[src/rtl/uart_irq_pkg.sv]
package uart_irq_pkg;
  localparam int unsigned NUM_SRC = 4;
  localparam int unsigned NUM_LAT = 3;

  // Enable-bit / active-flag index of each source
  localparam int unsigned SRC_RX  = 0;
  localparam int unsigned SRC_THR = 1;
  localparam int unsigned SRC_LS  = 2;
  localparam int unsigned SRC_MS  = 3;

  // Register addresses decoded by neighbouring software
  localparam int unsigned ADR_DATA  = 0;
  localparam int unsigned ADR_IEN   = 1;
  localparam int unsigned ADR_IID   = 2;
  localparam int unsigned ADR_MCTL  = 4;
  localparam int unsigned ADR_LSTAT = 5;
  localparam int unsigned ADR_MSTAT = 6;

  localparam int unsigned OUT2_BIT = 3;

  typedef enum logic [1:0] {
    ID_MS  = 2'b00,
    ID_THR = 2'b01,
    ID_RX  = 2'b10,
    ID_LS  = 2'b11
  } irq_id_e;

  // Map latched-source slot to its enable index
  function automatic int unsigned lat_src(input int unsigned slot);
    case (slot)
      0:       return SRC_RX;
      1:       return SRC_LS;
      default: return SRC_MS;
    endcase
  endfunction
endpackage

[src/rtl/irq_bus_regs.sv]
module irq_bus_regs
  import uart_irq_pkg::*;
#(
  parameter int unsigned ADDR_W = 3,
  parameter int unsigned DATA_W = 8,
  parameter int unsigned NSRC   = NUM_SRC
) (
  input  logic              clk,
  input  logic              rst_n,
  input  logic [ADDR_W-1:0] addr,
  input  logic              wr,
  input  logic              rd,
  input  logic [DATA_W-1:0] wdata,
  output logic [NSRC-1:0]   en_q,
  output logic [NSRC-1:0]   en_new,
  output logic [NSRC-1:0]   en_rise,
  output logic              thr_fall,
  output logic              out2_q,
  output logic              out2_new,
  output logic              data_wr,
  output logic              iid_rd,
  output logic [NUM_LAT-1:0] clr_rd
);
  logic ien_wr, mctl_wr;
  logic unused_wdata;

  assign ien_wr  = wr && (addr == ADDR_W'(ADR_IEN));
  assign mctl_wr = wr && (addr == ADDR_W'(ADR_MCTL));
  assign data_wr = wr && (addr == ADDR_W'(ADR_DATA));
  assign iid_rd  = rd && (addr == ADDR_W'(ADR_IID));

  // clear strobes in latched-slot order: rx, line status, modem status
  assign clr_rd[0] = rd && (addr == ADDR_W'(ADR_DATA));
  assign clr_rd[1] = rd && (addr == ADDR_W'(ADR_LSTAT));
  assign clr_rd[2] = rd && (addr == ADDR_W'(ADR_MSTAT));

  assign en_new   = ien_wr ? wdata[NSRC-1:0] : en_q;
  assign en_rise  = en_new & ~en_q;
  assign thr_fall = en_q[SRC_THR] & ~en_new[SRC_THR];
  assign out2_new = mctl_wr ? wdata[OUT2_BIT] : out2_q;

  assign unused_wdata = ^wdata;

  always_ff @(posedge clk or negedge rst_n) begin
    if (!rst_n) begin
      en_q   <= '0;
      out2_q <= 1'b0;
    end else begin
      en_q   <= en_new;
      out2_q <= out2_new;
    end
  end
endmodule

[src/rtl/irq_latched_src.sv]
module irq_latched_src (
  input  logic clk,
  input  logic rst_n,
  input  logic event_i,
  input  logic clear_i,
  input  logic en_new_i,
  input  logic en_rise_i,
  output logic act_o,
  output logic act_nxt_o,
  output logic pend_o
);
  logic pend_nxt;

  always_comb begin
    act_nxt_o = act_o;
    pend_nxt  = pend_o;
    if (clear_i)              act_nxt_o = 1'b0;
    if (event_i && en_new_i)  act_nxt_o = 1'b1;
    if (event_i && !en_new_i) pend_nxt  = 1'b1;
    if (en_rise_i) begin
      act_nxt_o = act_nxt_o | pend_nxt;
      pend_nxt  = 1'b0;
    end
  end

  always_ff @(posedge clk or negedge rst_n) begin
    if (!rst_n) begin
      act_o  <= 1'b0;
      pend_o <= 1'b0;
    end else begin
      act_o  <= act_nxt_o;
      pend_o <= pend_nxt;
    end
  end
endmodule

[src/rtl/irq_thr_src.sv]
module irq_thr_src (
  input  logic clk,
  input  logic rst_n,
  input  logic event_i,
  input  logic iid_rd_i,
  input  logic data_wr_i,
  input  logic tsr_idle_i,
  input  logic lvl_i,
  input  logic en_new_i,
  input  logic en_rise_i,
  input  logic en_fall_i,
  output logic act_o,
  output logic act_nxt_o
);
  always_comb begin
    act_nxt_o = act_o;
    if (iid_rd_i)             act_nxt_o = 1'b0;
    if (data_wr_i)            act_nxt_o = tsr_idle_i & en_new_i;
    if (event_i && en_new_i)  act_nxt_o = 1'b1;
    if (en_rise_i)            act_nxt_o = lvl_i;
    if (en_fall_i)            act_nxt_o = 1'b0;
  end

  always_ff @(posedge clk or negedge rst_n) begin
    if (!rst_n) act_o <= 1'b0;
    else        act_o <= act_nxt_o;
  end
endmodule

[src/rtl/irq_prio_id.sv]
module irq_prio_id
  import uart_irq_pkg::*;
#(
  parameter int unsigned DATA_W = 8,
  parameter int unsigned NSRC   = NUM_SRC
) (
  input  logic [NSRC-1:0]   act_i,
  output logic [DATA_W-1:0] iid_o
);
  irq_id_e id;

  always_comb begin
    if (act_i[SRC_LS])       id = ID_LS;
    else if (act_i[SRC_RX])  id = ID_RX;
    else if (act_i[SRC_THR]) id = ID_THR;
    else                     id = ID_MS;
    iid_o      = '0;
    iid_o[0]   = ~|act_i;
    iid_o[2:1] = id;
  end
endmodule

[src/rtl/uart_irq_ctrl.sv]
module uart_irq_ctrl
  import uart_irq_pkg::*;
#(
  parameter int unsigned ADDR_W = 3,
  parameter int unsigned DATA_W = 8
) (
  input  logic              clk,
  input  logic              rst_n,
  input  logic [ADDR_W-1:0] bus_addr,
  input  logic              bus_wr,
  input  logic              bus_rd,
  input  logic [DATA_W-1:0] bus_wdata,
  output logic [DATA_W-1:0] bus_rdata,
  input  logic              ev_rx_ready,
  input  logic              ev_thr_empty,
  input  logic              ev_line_err,
  input  logic              ev_modem_chg,
  input  logic              thr_empty_lvl,
  input  logic              tsr_idle,
  output logic              irq_out
);
  logic [NUM_SRC-1:0] en_q, en_new, en_rise;
  logic [NUM_SRC-1:0] act_all, act_nxt;
  logic [NUM_LAT-1:0] pend_all, clr_rd, ev_lat;
  logic               thr_fall, out2_q, out2_new, data_wr, iid_rd;
  logic [DATA_W-1:0]  iid;
  logic               irq_q;

  irq_bus_regs #(.ADDR_W(ADDR_W), .DATA_W(DATA_W), .NSRC(NUM_SRC)) regs_i (
    .clk(clk), .rst_n(rst_n), .addr(bus_addr), .wr(bus_wr), .rd(bus_rd),
    .wdata(bus_wdata), .en_q(en_q), .en_new(en_new), .en_rise(en_rise),
    .thr_fall(thr_fall), .out2_q(out2_q), .out2_new(out2_new),
    .data_wr(data_wr), .iid_rd(iid_rd), .clr_rd(clr_rd)
  );

  assign ev_lat = {ev_modem_chg, ev_line_err, ev_rx_ready};

  for (genvar g = 0; g < NUM_LAT; g++) begin : g_lat
    localparam int unsigned S = lat_src(g);
    irq_latched_src src_i (
      .clk(clk), .rst_n(rst_n), .event_i(ev_lat[g]), .clear_i(clr_rd[g]),
      .en_new_i(en_new[S]), .en_rise_i(en_rise[S]),
      .act_o(act_all[S]), .act_nxt_o(act_nxt[S]), .pend_o(pend_all[g])
    );
  end

  irq_thr_src thr_i (
    .clk(clk), .rst_n(rst_n), .event_i(ev_thr_empty), .iid_rd_i(iid_rd),
    .data_wr_i(data_wr), .tsr_idle_i(tsr_idle), .lvl_i(thr_empty_lvl),
    .en_new_i(en_new[SRC_THR]), .en_rise_i(en_rise[SRC_THR]),
    .en_fall_i(thr_fall), .act_o(act_all[SRC_THR]),
    .act_nxt_o(act_nxt[SRC_THR])
  );

  irq_prio_id #(.DATA_W(DATA_W), .NSRC(NUM_SRC)) prio_i (
    .act_i(act_all), .iid_o(iid)
  );

  always_ff @(posedge clk or negedge rst_n) begin
    if (!rst_n) irq_q <= 1'b0;
    else        irq_q <= (|act_nxt) & out2_new;
  end
  assign irq_out = irq_q;

  always_comb begin
    bus_rdata = '0;
    if (bus_addr == ADDR_W'(ADR_IEN))       bus_rdata = DATA_W'(en_q);
    else if (bus_addr == ADDR_W'(ADR_IID))  bus_rdata = iid;
    else if (bus_addr == ADDR_W'(ADR_MCTL)) bus_rdata[OUT2_BIT] = out2_q;
  end
endmodule

[config.mk]
export PLATFORM = sky130hd
export DESIGN_NAME = uart_irq_ctrl
export DESIGN_NICKNAME = d
export VERILOG_FILES = /design/src/rtl/uart_irq_pkg.sv /design/src/rtl/irq_bus_regs.sv /design/src/rtl/irq_latched_src.sv /design/src/rtl/irq_thr_src.sv /design/src/rtl/irq_prio_id.sv /design/src/rtl/uart_irq_ctrl.sv
export SDC_FILE = /design/constraint.sdc
export NUM_CORES = 1
export LEC_CHECK = 0
export BUFFER_PORTS_ARGS = -buffer_cell sky130_fd_sc_hd__buf_2
export CAP_MARGIN = 15
export CORE_MARGIN = 4
export CORE_UTILIZATION = 47
export CTS_CLUSTER_DIAMETER = 120
export DETAILED_ROUTE_END_ITERATION = 10
export GPL_TIMING_DRIVEN = 0
export PLACE_DENSITY_LB_ADDON = 0.05
export SLEW_MARGIN = 20
export SYNTH_ARGS = -nofsm -noshare
export SYNTH_HDL_FRONTEND = slang
export SYNTH_SLANG_ARGS = --single-unit
[constraint.sdc]
create_clock -name clk -period 1.6 [get_ports clk]
set_input_delay 0.16 -clock clk [delete_from_list [all_inputs] [get_ports clk]]
set_output_delay 0.16 -clock clk [all_outputs]
set_load 0.02 [all_outputs]
Word level (Yosys, flattened, before mapping):

Cells that the tools add are included.

* register bits after elaboration: 13
* input bits: 21
* word-level logic and storage cells: 74

* equality and inequality tests: 5
* muxes and demuxes: 29
* bitwise operators: 9
* reduce and logical (&&, ||, !) cells: 21

Operators by type and width (number)
* 1-bit two-way mux: 24
* 1-bit logical AND: 14
* 3-bit == test, second input constant: 3
* 4-bit two-way mux: 2
* 4-bit OR reduction: 2
* 4-bit bitwise AND: 1
* 1-bit logical NOT: 4
* 2-bit two-way mux: 2
* 4-bit inverter: 1
* 1-bit bitwise AND: 3
* 3-bit by 1-bit == test with 1-bit output, second input constant: 1
* 3-bit by 2-bit == test with 1-bit output, second input constant: 1
* 3-bit logical NOT: 1
* 3-bit two-way mux: 1
* 1-bit OR: 3
* 1-bit inverter: 1

Depth between registers and ports, before layout:

Gate-level depths: netlist of the first run.

* word-level depth: 10
* mapped depth: 6

Hierarchy:

From an unflattened synthesis of the first run, not the netlist that was laid out.

* cell total of the unflattened synthesis: 88
* area, all modules: 920.9 µm²

Modules (own cells, without submodules)
* irq_bus_regs: times used 1, cells an instance 23, area each 319.1 µm²
* irq_latched_src: times used 3, cells an instance 9, area each 87.6 µm²
* uart_irq_ctrl: times used 1, cells an instance 22, area each 205.2 µm²
* irq_prio_id: times used 1, cells an instance 10, area each 71.3 µm²
* irq_thr_src: times used 1, cells an instance 6, area each 62.6 µm²

Least setup slack after synthesis of the first run:

Ideal clock, no wire load.

* kind: input -> register
* from: input port bus_addr[0]
* to: register irq_q (netlist: irq_out)
* arrival time: 1512 ps
* required time: 1471 ps
* slack: -41 ps
* stages: 5
* buffers on the path: 1
* cells stage by stage: buf_2 -> or4b_2 -> a32oi_1 -> o21ai_1 -> o41a_1

* cells in the longest elaborated chain, start to end: 10
* elaborated cells on any way between the ends: 51
* those cells by class: eq/ne (5); mux (19); bitwise (8); reduce/logical (19)

RTL lines
* start, declared: RTL line uart_irq_ctrl.sv:9 `input logic [ADDR_W-1:0] bus_addr,`
* 3-bit by 1-bit == test with 1-bit output: RTL line irq_bus_regs.sv:27 `assign ien_wr = wr && (addr == ADDR_W'(ADR_IEN));`
* 1-bit logical AND: RTL line irq_bus_regs.sv:27
* 4-bit two-way mux: RTL line irq_bus_regs.sv:37 `assign en_new = ien_wr ? wdata[NSRC-1:0] : en_q;`
* 1-bit logical NOT: RTL line irq_latched_src.sv:19 `if (event_i && !en_new_i) pend_nxt = 1'b1;`
* 1-bit logical AND: RTL line irq_latched_src.sv:19
* 1-bit two-way mux: RTL line irq_latched_src.sv:19
* 1-bit OR: RTL line irq_latched_src.sv:21 `act_nxt_o = act_nxt_o | pend_nxt;`
* 1-bit two-way mux (*): RTL line irq_latched_src.sv:20 `if (en_rise_i) begin`
* named net g_lat[0].src_i.act_nxt_o: RTL line irq_latched_src.sv:9 `output logic act_nxt_o,`
* 4-bit OR reduction (*): RTL line uart_irq_ctrl.sv:61 `else irq_q <= (|act_nxt) & out2_new;`
* 1-bit bitwise AND (*): RTL line uart_irq_ctrl.sv:61
* end signal, assigned: RTL line uart_irq_ctrl.sv:61
* end, declared: RTL line uart_irq_ctrl.sv:27 `logic irq_q;`

Mark *: on every way through the listed nets, which the timed path passes. The rest lies on a longest branch.

Worst setup path after layout of the first run:

* from: input port bus_addr[1]
* to: register irq_q (netlist: irq_out)

* cells in the longest elaborated chain, start to end: 10
* elaborated cells on any way between the ends: 51
* those cells by class: eq/ne (5); mux (19); bitwise (8); reduce/logical (19)

RTL lines (RTL line)
* 3-bit by 1-bit == test with 1-bit output: irq_bus_regs.sv:27
* 1-bit logical AND: irq_bus_regs.sv:27
* 4-bit two-way mux: irq_bus_regs.sv:37
* 1-bit logical NOT: irq_latched_src.sv:19
* 1-bit logical AND: irq_latched_src.sv:19
* 1-bit two-way mux: irq_latched_src.sv:19
* 1-bit OR: irq_latched_src.sv:21
* 1-bit two-way mux (*): irq_latched_src.sv:20
* named net g_lat[2].src_i.act_nxt_o: irq_latched_src.sv:9
* 4-bit OR reduction (*): uart_irq_ctrl.sv:61
* 1-bit bitwise AND (*): uart_irq_ctrl.sv:61

Marks and branches as above.

==> out/qor.csv, run 1 <==
metric,value,unit
min_path_type,in2reg,
cts_num_sinks,13,
synth_fa_ha_area_frac,0,
cts_tree,built,
rows,14,
nFillCells,142,
drive_gt1_frac,0.325,
slew_viol_final,0,
cts_made_buffers,3,
multi_input_area,433,µm²
cp-end-kind,register,
die_w,49.5,µm
p_per_area,912,nW/µm²
hpwl,1.39,mm
ys_seq_elements,13,
grt_max_degree,14,
grt_pass1_vias,703,
seqCellArea,325,µm²
antenna_left,0,
synth_cell_types,34,
io_buffers,21,
syn2layout_area_growth,24.1,%
status,finished clean,
synth-xor-area-share,0,
synth_top_family_by_area,compound AO/OA/AOI/OAI gates,
track_usage,0.160,
wl_per_cell,13.2,µm
fin_crit,1.52,ns
utilization,0.644,
first_pass_iters,4,
required,1.76,ns
antenna_found_initial,0,
htreeDepth,1,
fin_area,1000,µm²
period_share,0.949,
clk_pin_slew_worst_paths,0.08,ns
viasPerCell,5.51,
synth_cells,90,
finalHoldViolations,0,
final_common_cell,buf_2,
path_max_fanout,8,
finalSetupViolations,0,
skew,0.000725,ns
initial_core_util,0.518,
drc,0,
coreArea,1560,µm²
cts_buffer_depth,2,
fmax,0.659,GHz
synth.mux.area_fraction,0.0387,
place.gp.congestion,0.761,
grt_setup_unrepaired,false,
leakage,0.000451,µW
clk_latency,0.27,ns
cts_root_buffer,clkbuf_4,
grt_pass1_wl,3.04,mm
ys_seq_area_frac,0.402,
worst_ir_drop_vdd,531,µV
drt_wl_total,1.80,mm
ios,30,
layout.nets,142,
synth_warnings,0,
critical_path_class,in2reg,
cp_data_arrival_time,1.67,ns
placed_area,947,µm²
die-area,2450,µm²
maxCapViolations,0,
vias,750,
synth-compound-area-share,0.240,
die_h,49.5,µm
synth-async-reset-ratio,1.00,
start_kind,input pin,
syn_area,808,µm²
drtIter0Drc,6,
overflow,0,
synth_ff_type,dfrtp_1,
final_cell_mix,"buf_2 (22), dfrtp_1 (13), a21oi_1 (10)",
ff2ff_setup_slack,0.12,ns
yosys.area_share.simple,0.223,
synth_edf_count,0,
antenna_cells,0,
synth.avg_cell_area,8.98,µm²
==> stage by stage <==
step	instances	worst slack [ns]	TNS [ns]	hold WS [ns]	total power, µW
CTS	135	0.00773	0	0.0990	903
detailed placement	130	-0.214	-0.214	0.0569	700
global placement	130	-0.202	-0.202	0.0576	693
finish	136	0.0824	0	0.106	915
global route	136	0.00156	0	0.109	975
floorplan	93	0.0129	0	-0.136	610
==> flip-flops by register name, summed over array words and instances (netlist names) <==
register	flops
regs_i.out2_q	1
g_lat.src_i.pend_o	3
irq_out	1
thr_i.act_o	1
regs_i.en_q	4
g_lat.src_i.act_o	3
==> cell usage after synthesis, drive strengths merged, types with 2 or more instances <==
library cell	number	area (µm²)
a31oi	7	43.8
mux2i	2	20.0
nand2	9	33.8
dfrtp	13	325
nor2b	2	15.0
nand3b	3	22.5
o21ai	11	55.1
nor3b	3	27.5
inv	5	18.8
buf	7	51.3
a21oi	10	50.1
==> worst paths after layout <==
kind / startpoint / end / depth (start not counted)
max: bus_addr[1] / irq_out / 7
min: bus_wdata[2] / g_lat[1].src_i.pend_o / 2
max reg2reg: regs_i.en_q[1] / irq_out / 5
min reg2reg: regs_i.out2_q / regs_i.out2_q / 1
max in group asynchronous: rst_n / regs_i.en_q[1] / 2
min in group asynchronous: rst_n / regs_i.out2_q / 2
==> per-layer routing <==
metal,GRT usage,vias to the layer above,wire length [µm]
met4,0.0737,0,20
met1,0.206,341,860
met2,0.259,25,787
met5,0,-,0
li1,-,380,-
met3,0.0301,4,128
==> power breakdown <==
part           internal [µW]  total, µW  switching [µW]  leakage [µW]
Clock                   96.6        203             106     0.0000150
Sequential               389        444            54.5      0.000143
Combinational            125        269             144      0.000294
==> logic make-up (layout without fill, tap and decap cells) <==
family                 Yosys count  count (layout)
AND/OR/NAND/NOR                 27              27
multiplexers                     3               3
AO/OA/AOI/OAI                   33              33
buffers and inverters           13              40
flip-flops                      13              13
other                            1               4
==> worst max-delay path: stages <==
cell      delay [ns]
buf_2           0.14
nand2b_4        0.15
or3b_1          0.38
buf_6           0.15
a31oi_1         0.15
o21ai_1         0.11
o41a_1          0.43
==> what timing repair did <==
item                                    in CTS  in global routing
hold buffers                                 1                  0
endpoints found under the hold margin       13                  0
setup buffers                                0                  1
endpoints found under the setup margin       0                  1
gates resized for setup                      0                  2
==> final cells by class <==
cell class / instances / area share
tap: 16 / 0.0200
timing repair buffer: 23 / 0.122
sequential: 13 / 0.324
clock buffer: 4 / 0.0262
multi-input combinational: 67 / 0.431
buffer: 8 / 0.0574
inverter: 5 / 0.0187
Note: power is estimated with default switching activity, not from simulation.
==> run 2: changes to the inputs <==
CAP_MARGIN = 25   (was 15)
CORE_UTILIZATION = 35   (was 47)
MAX_ROUTING_LAYER = met4   (was default)
==> run 2 against run 1 <==
- hold slack worse by 0.0028 ns
- combinational power down 2%
- via count down 0.93%
- final cell count up 8.1%
- clock power down 3%
- global-route usage down 2.8 points
- utilization down 19 points
- first-iteration DRC count rose to 4.0 times the previous value
- critical path type unchanged
==> out/qor.csv, run 2 (synthesis gave the netlist of run 1 again) <==
metric,value,unit
final_cell_mix,"buf_2 (21), dfrtp_1 (12), a21oi_1 (10)",
start_kind,input pin,
leakage,0.000445,µW
finalSetupViolations,0,
overflow,0,
r2r_end,irq_out,
holdWs,0.103,ns
skew,0.000697,ns
syn2layout_area_growth,25.4,%
period_share,0.972,
cp_data_arrival_time,1.70,ns
top_regs,"regs_i.en_q (4), g_lat.src_i.act_o (3), g_lat.src_i.pend_o (3)",
grt_max_degree,14,
drtIter0Drc,24,
min_path_type,in2reg,
finalHoldViolations,0,
fin_crit,1.55,ns
largest_register,regs_i.en_q,
fmax,0.643,GHz
cts_num_sinks,13,
layout.nets,141,
die_w,56.1,µm
seqCellArea,327,µm²
ff2ff_setup_slack,0.10,ns
status,finished clean,
antenna_found_initial,0,
grt_pass1_vias,747,
whs_endpoint,g_lat[0].src_i.pend_o,
wl_per_cell,13.0,µm
p_per_area,895,nW/µm²
utilization,0.458,
nFillCells,231,
postCtsSetupBuffers,0,
rows,17,
cp-end-kind,register,
reg2reg_depth,5,
place.gp.congestion,0.730,
antenna_cells,0,
drive_gt1_frac,0.328,
slew_viol_final,0,
maxCapViolations,0,
coreArea,2210,µm²
cts_made_buffers,3,
grt_pass1_wl,3.26,mm
final_common_cell,buf_2,
ios,30,
place_inst,142,
multi_input_area,432,µm²
die-area,3140,µm²
fin_setup_tns,0,ns
drc,0,
path_max_fanout,8,
min_from,bus_wdata[0],
cts_root_buffer,clkbuf_4,
largest_reg_flops,4,
cts_tree,built,
antenna_left,0,
whs_path_depth,2,
hpwl,1.45,mm
critical_path_class,in2reg,
viasPerCell,5.05,
htreeDepth,1,
first_pass_iters,4,
drt_wl_total,1.91,mm
grt_setup_unrepaired,false,
vias,743,
worst_ir_drop_vdd,553,µV
io_buffers,21,
initial_core_util,0.365,
required,1.75,ns
clk_latency,0.26,ns
die_h,56.1,µm
worst_r2r_startpoint,regs_i.en_q[1],
track_usage,0.132,
stdcell_count,147,
cts_buffer_depth,2,
clk_pin_slew_worst_paths,0.08,ns
## run 2: worst max-delay path, stage by stage
cell and delay [ns]:
buf_2 0.14, nand2b_4 0.15, or3b_1 0.39, buf_6 0.16
a31oi_1 0.15, o21ai_1 0.11, o41a_1 0.43
## run 2: layout make-up
type | count | share of cell area
Buffer | 8 | 0.0568
Clock buffer | 4 | 0.0259
Inverter | 5 | 0.0185
Multi-Input combinational cell | 67 | 0.426
Sequential cell | 13 | 0.322
Tap cell | 28 | 0.0346
Timing Repair Buffer | 22 | 0.116
## run 2: where the power goes
| part | internal [µW] | switching [µW] |
|---|---|---|
| Sequential | 390 | 58.3 |
| Clock | 96.3 | 99.4 |
| Combinational | 118 | 144 |
## run 2: how the worst max path moves through the flow
stage | from | end | cells past startpoint
6_report | bus_addr[1] | irq_out | 7
5_1_grt | thr_i.act_o | bus_rdata[0] | 4
4_1_cts | bus_addr[1] | irq_out | 7
3_5_place_dp | bus_addr[1] | irq_out | 7
3_3_place_gp | bus_addr[1] | irq_out | 7
2_1_floorplan | bus_addr[0] | irq_out | 5
## run 2: per-layer routing
| layer | up-vias | track usage | wire [µm] |
|---|---|---|---|
| met1 | 333 | 0.176 | 970 |
| met5 | - | - | 0 |
| met4 | 0 | 0.0475 | 12 |
| li1 | 382 | - | - |
| met2 | 26 | 0.190 | 801 |
| met3 | 2 | 0.0371 | 129 |
## run 2: timing repair
item,CTS,global route
endpoints found under the hold margin,13,0
hold buffers,1,0
endpoints found under the setup margin,1,2
resized for setup,1,3
## run 2: metrics by stage
step	worst slack, ns	area, µm²	total power [µW]
floorplan	0.0129	822	610
global placement	-0.222	962	702
detailed placement	-0.228	962	704
CTS	0.0529	1000	911
global route	0.0000402	1010	987
finish	0.0456	1010	907
